### src/rtl/ctp_pkg.sv
package ctp_pkg;
    typedef enum logic [0:0] {
        ST_IDLE = 1'b0,
        ST_WAIT = 1'b1
    } side_state_e;
endpackage

### src/rtl/ctp_sat_counter.sv
module ctp_sat_counter #(
    parameter int W = 32
) (
    input  logic         clk,
    input  logic         rst_n,
    input  logic         inc,
    output logic [W-1:0] value
);
    localparam logic [W-1:0] TOP = {W{1'b1}};

    always_ff @(posedge clk or negedge rst_n) begin
        if (!rst_n) begin
            value <= '0;
        end else if (inc && value != TOP) begin
            value <= value + 1'b1;
        end
    end
endmodule

### src/rtl/ctp_side_monitor.sv
module ctp_side_monitor
    import ctp_pkg::*;
#(
    parameter int CNT_W       = 32,
    parameter int TOT_W       = 32,
    parameter int MAX_W       = 16,
    parameter bit HIT_DONE_OK = 1'b0
) (
    input  logic             clk,
    input  logic             rst_n,
    input  logic             req,
    input  logic             hit,
    input  logic             done,
    output logic [CNT_W-1:0] acc_cnt,
    output logic [CNT_W-1:0] hit_cnt,
    output logic [CNT_W-1:0] miss_cnt,
    output logic [TOT_W-1:0] lat_total,
    output logic [MAX_W-1:0] lat_max,
    output logic             proto_err
);
    localparam int N_CNT = 3;
    localparam logic [TOT_W-1:0] RUN_TOP = {TOT_W{1'b1}};
    localparam logic [MAX_W-1:0] MAX_TOP = {MAX_W{1'b1}};

    side_state_e state, state_nx;
    logic        miss_req, start_miss, done_miss, err_ev;
    logic [TOT_W-1:0] run_cnt;
    logic [TOT_W:0]   sum_ext;
    logic [MAX_W-1:0] run_clip;
    logic [N_CNT-1:0] inc_vec;
    logic [CNT_W-1:0] cnt_arr [N_CNT];

    assign miss_req = req && !hit;
    assign inc_vec  = {miss_req, req && hit, req};

    generate
        for (genvar g = 0; g < N_CNT; g++) begin : g_cnt
            ctp_sat_counter #(.W(CNT_W)) u_cnt (
                .clk   (clk),
                .rst_n (rst_n),
                .inc   (inc_vec[g]),
                .value (cnt_arr[g])
            );
        end
    endgenerate

    assign acc_cnt  = cnt_arr[0];
    assign hit_cnt  = cnt_arr[1];
    assign miss_cnt = cnt_arr[2];

    // Next-state and event decode
    always_comb begin
        state_nx   = state;
        start_miss = 1'b0;
        done_miss  = 1'b0;
        err_ev     = hit && !req;
        unique case (state)
            ST_IDLE: begin
                if (done && !(HIT_DONE_OK && req && hit)) begin
                    err_ev = 1'b1;
                end
                if (miss_req) begin
                    start_miss = 1'b1;
                    state_nx   = ST_WAIT;
                end
            end
            ST_WAIT: begin
                if (done) begin
                    done_miss = 1'b1;
                    if (miss_req) begin
                        start_miss = 1'b1;
                    end else begin
                        state_nx = ST_IDLE;
                    end
                end else if (req) begin
                    err_ev = 1'b1;
                end
            end
        endcase
    end

    // State register
    always_ff @(posedge clk or negedge rst_n) begin
        if (!rst_n) begin
            state <= ST_IDLE;
        end else begin
            state <= state_nx;
        end
    end

    assign sum_ext  = {1'b0, lat_total} + {1'b0, run_cnt};
    assign run_clip = (run_cnt > TOT_W'(MAX_TOP)) ? MAX_TOP : run_cnt[MAX_W-1:0];

    // Outputs: error flag and latency statistics
    always_ff @(posedge clk or negedge rst_n) begin
        if (!rst_n) begin
            proto_err <= 1'b0;
            run_cnt   <= '0;
            lat_total <= '0;
            lat_max   <= '0;
        end else begin
            if (err_ev) begin
                proto_err <= 1'b1;
            end
            if (start_miss) begin
                run_cnt <= TOT_W'(1);
            end else if (state == ST_WAIT && run_cnt != RUN_TOP) begin
                run_cnt <= run_cnt + 1'b1;
            end
            if (done_miss) begin
                lat_total <= sum_ext[TOT_W] ? RUN_TOP : sum_ext[TOT_W-1:0];
                if (run_clip > lat_max) begin
                    lat_max <= run_clip;
                end
            end
        end
    end
endmodule

### src/rtl/ctp_cache_monitor.sv
module ctp_cache_monitor #(
    parameter int CNT_W = 32,
    parameter int TOT_W = 32,
    parameter int MAX_W = 16
) (
    input  logic             clk,
    input  logic             rst_n,
    input  logic             dside_req,
    input  logic             dside_hit,
    input  logic             dside_done,
    input  logic             dside_is_read,
    input  logic             iside_req,
    input  logic             iside_hit,
    input  logic             iside_done,
    output logic [CNT_W-1:0] dside_acc_cnt,
    output logic [CNT_W-1:0] dside_hit_cnt,
    output logic [CNT_W-1:0] dside_miss_cnt,
    output logic [CNT_W-1:0] dside_read_cnt,
    output logic [CNT_W-1:0] dside_write_cnt,
    output logic [TOT_W-1:0] dside_lat_total,
    output logic [MAX_W-1:0] dside_lat_max,
    output logic             dside_proto_err,
    output logic [CNT_W-1:0] iside_acc_cnt,
    output logic [CNT_W-1:0] iside_hit_cnt,
    output logic [CNT_W-1:0] iside_miss_cnt,
    output logic [TOT_W-1:0] iside_lat_total,
    output logic [MAX_W-1:0] iside_lat_max,
    output logic             iside_proto_err
);
    // Data side: completion only ever closes a miss
    ctp_side_monitor #(
        .CNT_W(CNT_W), .TOT_W(TOT_W), .MAX_W(MAX_W), .HIT_DONE_OK(1'b0)
    ) u_dside (
        .clk       (clk),
        .rst_n     (rst_n),
        .req       (dside_req),
        .hit       (dside_hit),
        .done      (dside_done),
        .acc_cnt   (dside_acc_cnt),
        .hit_cnt   (dside_hit_cnt),
        .miss_cnt  (dside_miss_cnt),
        .lat_total (dside_lat_total),
        .lat_max   (dside_lat_max),
        .proto_err (dside_proto_err)
    );

    // Instruction side: completion may accompany a hitting request
    ctp_side_monitor #(
        .CNT_W(CNT_W), .TOT_W(TOT_W), .MAX_W(MAX_W), .HIT_DONE_OK(1'b1)
    ) u_iside (
        .clk       (clk),
        .rst_n     (rst_n),
        .req       (iside_req),
        .hit       (iside_hit),
        .done      (iside_done),
        .acc_cnt   (iside_acc_cnt),
        .hit_cnt   (iside_hit_cnt),
        .miss_cnt  (iside_miss_cnt),
        .lat_total (iside_lat_total),
        .lat_max   (iside_lat_max),
        .proto_err (iside_proto_err)
    );

    ctp_sat_counter #(.W(CNT_W)) u_rd_cnt (
        .clk   (clk),
        .rst_n (rst_n),
        .inc   (dside_req && dside_is_read),
        .value (dside_read_cnt)
    );

    ctp_sat_counter #(.W(CNT_W)) u_wr_cnt (
        .clk   (clk),
        .rst_n (rst_n),
        .inc   (dside_req && !dside_is_read),
        .value (dside_write_cnt)
    );
endmodule

### config.mk
export PLATFORM = sky130hd
export DESIGN_NAME = ctp_cache_monitor
export DESIGN_NICKNAME = d
export VERILOG_FILES = /design/src/rtl/ctp_pkg.sv /design/src/rtl/ctp_sat_counter.sv /design/src/rtl/ctp_side_monitor.sv /design/src/rtl/ctp_cache_monitor.sv
export SDC_FILE = /design/constraint.sdc
export NUM_CORES = 1
export LEC_CHECK = 0
export ABC_AREA = 1
export ABC_CLOCK_PERIOD_IN_PS = 3100
export BUFFER_PORTS_ARGS = -buffer_cell sky130_fd_sc_hd__buf_2
export CELL_PAD_IN_SITES_DETAIL_PLACEMENT = 1
export CELL_PAD_IN_SITES_GLOBAL_PLACEMENT = 1
export CORE_MARGIN = 2
export CORE_UTILIZATION = 43
export CTS_CLUSTER_SIZE = 40
export DETAILED_ROUTE_END_ITERATION = 10
export PLACE_DENSITY_LB_ADDON = 0.1
export RECOVER_POWER = 50
export SYNTH_ARGS = -nofsm -noshare
export SYNTH_HDL_FRONTEND = slang
export SYNTH_SLANG_ARGS = --single-unit
### constraint.sdc
create_clock -name clk -period 3.1 [get_ports clk]
set_input_delay 0 -clock clk [delete_from_list [all_inputs] [get_ports clk]]
set_output_delay 0 -clock clk [all_outputs]
set_load 0.01 [all_outputs]
==> flow_results.org <==
** Placement
- Input and output buffers added on the ports amount to 362.
- Half-perimeter wire length after detailed placement :: 78,040 um
- In this run, placement finished with an instance count of 5,486.
- At the end of routability-driven placement, the weighted congestion stood at 0.9197.

** Yosys
- Yosys mapped a number of flops with a built-in enable equal to 0.
- Register area share after synthesis :: 36.33%
- Share of flip-flops with an asynchronous set or reset :: 100.0%
- Among all flip-flop cells after synthesis, the most frequent one is dfrtp_1.
- Post-synthesis average cell area :: 6.793 um2
- Most instantiated library cell after synthesis :: nand2_1
- Count of warnings emitted by yosys :: 0
- Sorting the synthesized cells by area gives the leading types as dfrtp_1 36%, nand2_1 18%, inv_1 7.6%.
- After synthesis the cells add up to 28,930 um2.
- The number of different library cells used by synthesis comes to 50.
- Most frequent cells after synthesis :: 1,401 x nand2_1, 583 x inv_1, 543 x nor2_1, 420 x dfrtp_1, 241 x nand3_1
- In this run, synthesis produced a sequential element count of 420.
- Area leader, netlist :: dfrtp_1
- Post-synth top area share :: 36.33%
- Synthesis produced a netlist with a net count of 4,376.
- Synthesis produced a netlist whose cell count is 4,259.

** Timing
- Final clock period utilization by the worst path :: 91.54%
- Setup clock skew after layout :: 0.02283 ns
- Final hold violation count :: 0
- The number of pins with negative max-slew slack in the final report came to 73.
- Worst Max-Slew Pin Slew :: 2.391 ns
- Hold is met by 0.4493 ns.
- In this run the tightest slew margin relative to its limit is -59.39%.
- Setup repair after global routing left no endpoint under its margin.
- Number of setup violations in the final report :: 0
- Derived from the worst setup path, the maximum achievable clock frequency is 352.4 MHz.
- Final worst path period need :: 2.838 ns
- Setup total negative slack on the finished layout was measured at 0 ns.

** Critical path
- STA classifies the critical path endpoint as a register.
- CP required :: 3.66 ns
- The critical path in this run is classified as reg -> reg.
- Critical Path Fanout Max :: 16
- CP Data Arrival Time :: 3.39 ns
- Startpoint types :: register
- For the worst flop-to-flop path, the logic depth is 14.

** Flow run
- Number of maximum-capacitance violations :: 1

** Outcome
- Status :: finished with violations
- The final reports fail on capacitance limit, slew limit.

** Die
- Die Y :: 263.4 um
- Die area :: 69,370 um2
- Number of placement rows :: 95
- Number of primary I/O pins :: 363
- For this configuration, the core starts out at a cell density of 43.23%.
- The core region is 66,920 um2.
- The floorplan step set the die width to 263.4 um.

** Detailed routing
- Overall routed net length :: 99,730 um
- The first detailed-routing pass took 5 iterations.
- Average detailed-routed wire length per instance :: 17.81 um
- Across all layers, the routed design uses 28.86k vias.
- Remaining antenna violation count :: 0
- Vias per cell :: 5.154
- After detailed routing, the number of remaining DRC violations is 0.
- For this block, the initial DRC count from the detailed router was 1,560.

** Global route
- Entering global routing, the biggest net connects 78 pins.
- Global routing used 3.900% of the available met3 tracks.
- Global routing consumed, over all layers together, 28.39% of the routing resources.
- The first global-routing pass estimated 159,800 um of wire.
- The number of global-route vias before repair is 29.91k.
- Global routing met1 resource utilization :: 35.83%
- Global routing met2 resource utilization :: 49.19%
- Number of antenna violations at the first check in global routing :: 1
- Peak-usage layer in the global routing report :: met2
- Global routing finished with a remaining overflow of 0.

** Clock network
- Clock transition at the register clock pins on the worst setup and hold paths after CTS :: 0.06 ns
- Once the clock tree was built, the setup fixing pass inserted 0 buffers.
- TritonCTS created 53 clock buffers.
- Total number of H-tree levels :: 2
- Clock insertion delay at the later pin of the skew report :: 0.62 ns
- Maximum clock path buffer count :: 3
- Clk Tree Root Cell :: clkbuf_16
- CTS saw 420 sinks.
- TritonCTS clock tree :: yes

** Power and ir drop
- In this run the static leakage power is 17.23 nW.
- Peak supply drop :: 0.4515 mV
- Sequential Power Share :: 33.5%
- Combinational cells account for 35.9% of the total power.
- Internal power comes to 13.60 mW.
- Sw Ratio :: 40.85%
- Net switching power :: 9.394 mW
- Total power of the final layout :: 23.00 mW
- Per report_power, the clock group accounts for 30.5% of the total.
- Areal power density over the cells :: 679.4 nW/um2

** Cells and area
- The layout has 8,985 filler cells.
- For this run, the post-layout net count is 4,799.
- Compared with the post-synthesis result, the final layout area differs by 16.99%.
- Of the cells placed in the final design, the portion with a size suffix greater than 1 is 8.593%.
- Cells fill 50.58% of the core in the end.
- Number of cells in the finished layout apart from fillers :: 5,599

** Hold path
- Number of cells on the worst hold path :: 6
- The min-delay analysis places its worst path in the category in -> reg.
## through the flow
| stage | instance area [um2] | worst slack, ns |
|---|---|---|
| after global placement | 31990 | 0.3681 |
| after detailed placement | 31990 | 0.2465 |
| after floorplan | 28930 | 0.3616 |
| after CTS | 34100 | 0.2270 |
| after global routing | 33850 | 0.02133 |
| final | 33850 | 0.2623 |
## area by class of cell
| cell class | count | area (um2) | share of cell area [%] |
|---|---|---|---|
| Clock inverter | 31 | 484.2 | 1.431 |
| Multi-Input combinational cell | 3174 | 15810 | 46.70 |
| Clock buffer | 67 | 1491 | 4.406 |
| Sequential cell | 420 | 10510 | 31.05 |
| Tap cell | 873 | 1092 | 3.227 |
| Timing Repair Buffer | 430 | 2196 | 6.488 |
| Antenna cell | 1 | 2.502 | 0.007393 |
| Inverter | 603 | 2265 | 6.691 |
## path summary, 6_finish.rpt
kind / endpoint / slack (ns) / start
worst max-delay path: u_dside.lat_max[10] / 0.26 / u_dside.run_cnt[24]
worst min-delay path: u_iside.g_cnt[0].u_cnt.value[24] / 0.45 / iside_req
worst max register to register: u_dside.lat_max[10] / 0.26 / u_dside.run_cnt[24]
worst min register to register: u_iside.lat_max[9] / 0.50 / u_iside.lat_max[9]
max in group asynchronous: u_dside.g_cnt[1].u_cnt.value[22] / 0.48 / rst_n
min in group asynchronous: u_iside.g_cnt[2].u_cnt.value[29] / 0.63 / rst_n
## cells by family after synthesis
kind of cell / synth area share (%)
simple gates: 37.03
buf+inv: 9.082
flops: 36.33
fa+ha+maj: 4.723
xor+xnor: 8.295
compound gates: 4.545
## state kept, by name (all words and copies together) (netlist names), 16 cells and up
name	cells
u_wr_cnt.value	32
u_dside.lat_total	32
u_iside.lat_max	16
u_iside.lat_total	32
u_dside.run_cnt	32
u_iside.run_cnt	32
u_dside.lat_max	16
u_iside.g_cnt.u_cnt.value	96
u_dside.g_cnt.u_cnt.value	96
u_rd_cnt.value	32
## worst max-delay path, stage by stage (launching register included)
cell and delay (ns):
dfrtp_1 0.38, inv_1 0.09, nand4_1 0.13, nor3_1 0.22, nand4_1 0.13, nor2_2 0.10, buf_4 0.23, nand2_1 0.10
ha_1 0.34, nand4_1 0.12, nor3_1 0.26, a41oi_2 0.17, nand2_2 0.31, nand2_1 0.10, nand2_1 0.09
## placed cells by master (no fill, tap or decap), drive strengths merged, types with 2 or more instances in the layout
cell type / count
a21o: 2
a21oi: 78
a41oi: 2
and2: 14
buf: 233
bufinv: 12
clkbuf: 250
clkinv: 14
clkinvlp: 4
dfrtp: 420
dlygate4sd3: 14
fa: 2
ha: 106
inv: 604
nand2: 1416
nand3: 244
nand3b: 14
nand4: 105
nor2: 557
nor3: 178
nor3b: 3
nor4: 14
o211ai: 2
o21ai: 142
o21bai: 12
or2: 4
xnor2: 69
xor2: 205
## routing by layer
metal | part of all wire, % | vias up | wire (um)
met2 | 49 | 481 | 48780
met4 | 3.9 | 2 | 3871
met5 | 0.014 | - | 14
met1 | 43 | 13970 | 43210
li1 | - | 14200 | -
met3 | 3.9 | 209 | 3849
## power groups by stage
stage               combinational (mW)  sequential (mW)  clock (mW)
CTS                               8.52             7.69        7.18
global route                      9.32             7.86        7.38
detailed placement                8.44             7.77           0
floorplan                         5.03             7.82           0
finish                            8.26             7.71        7.02
global placement                  8.20             7.76           0
## timing repair
action / 4_1_cts / 5_1_grt
hold buffers: 14 / 0
endpoints found under the hold margin: 354 / 0
setup endpoints to repair: 0 / 16
resized for setup: 0 / 2
No activity file was read; power rests on OpenSTA's default activity.
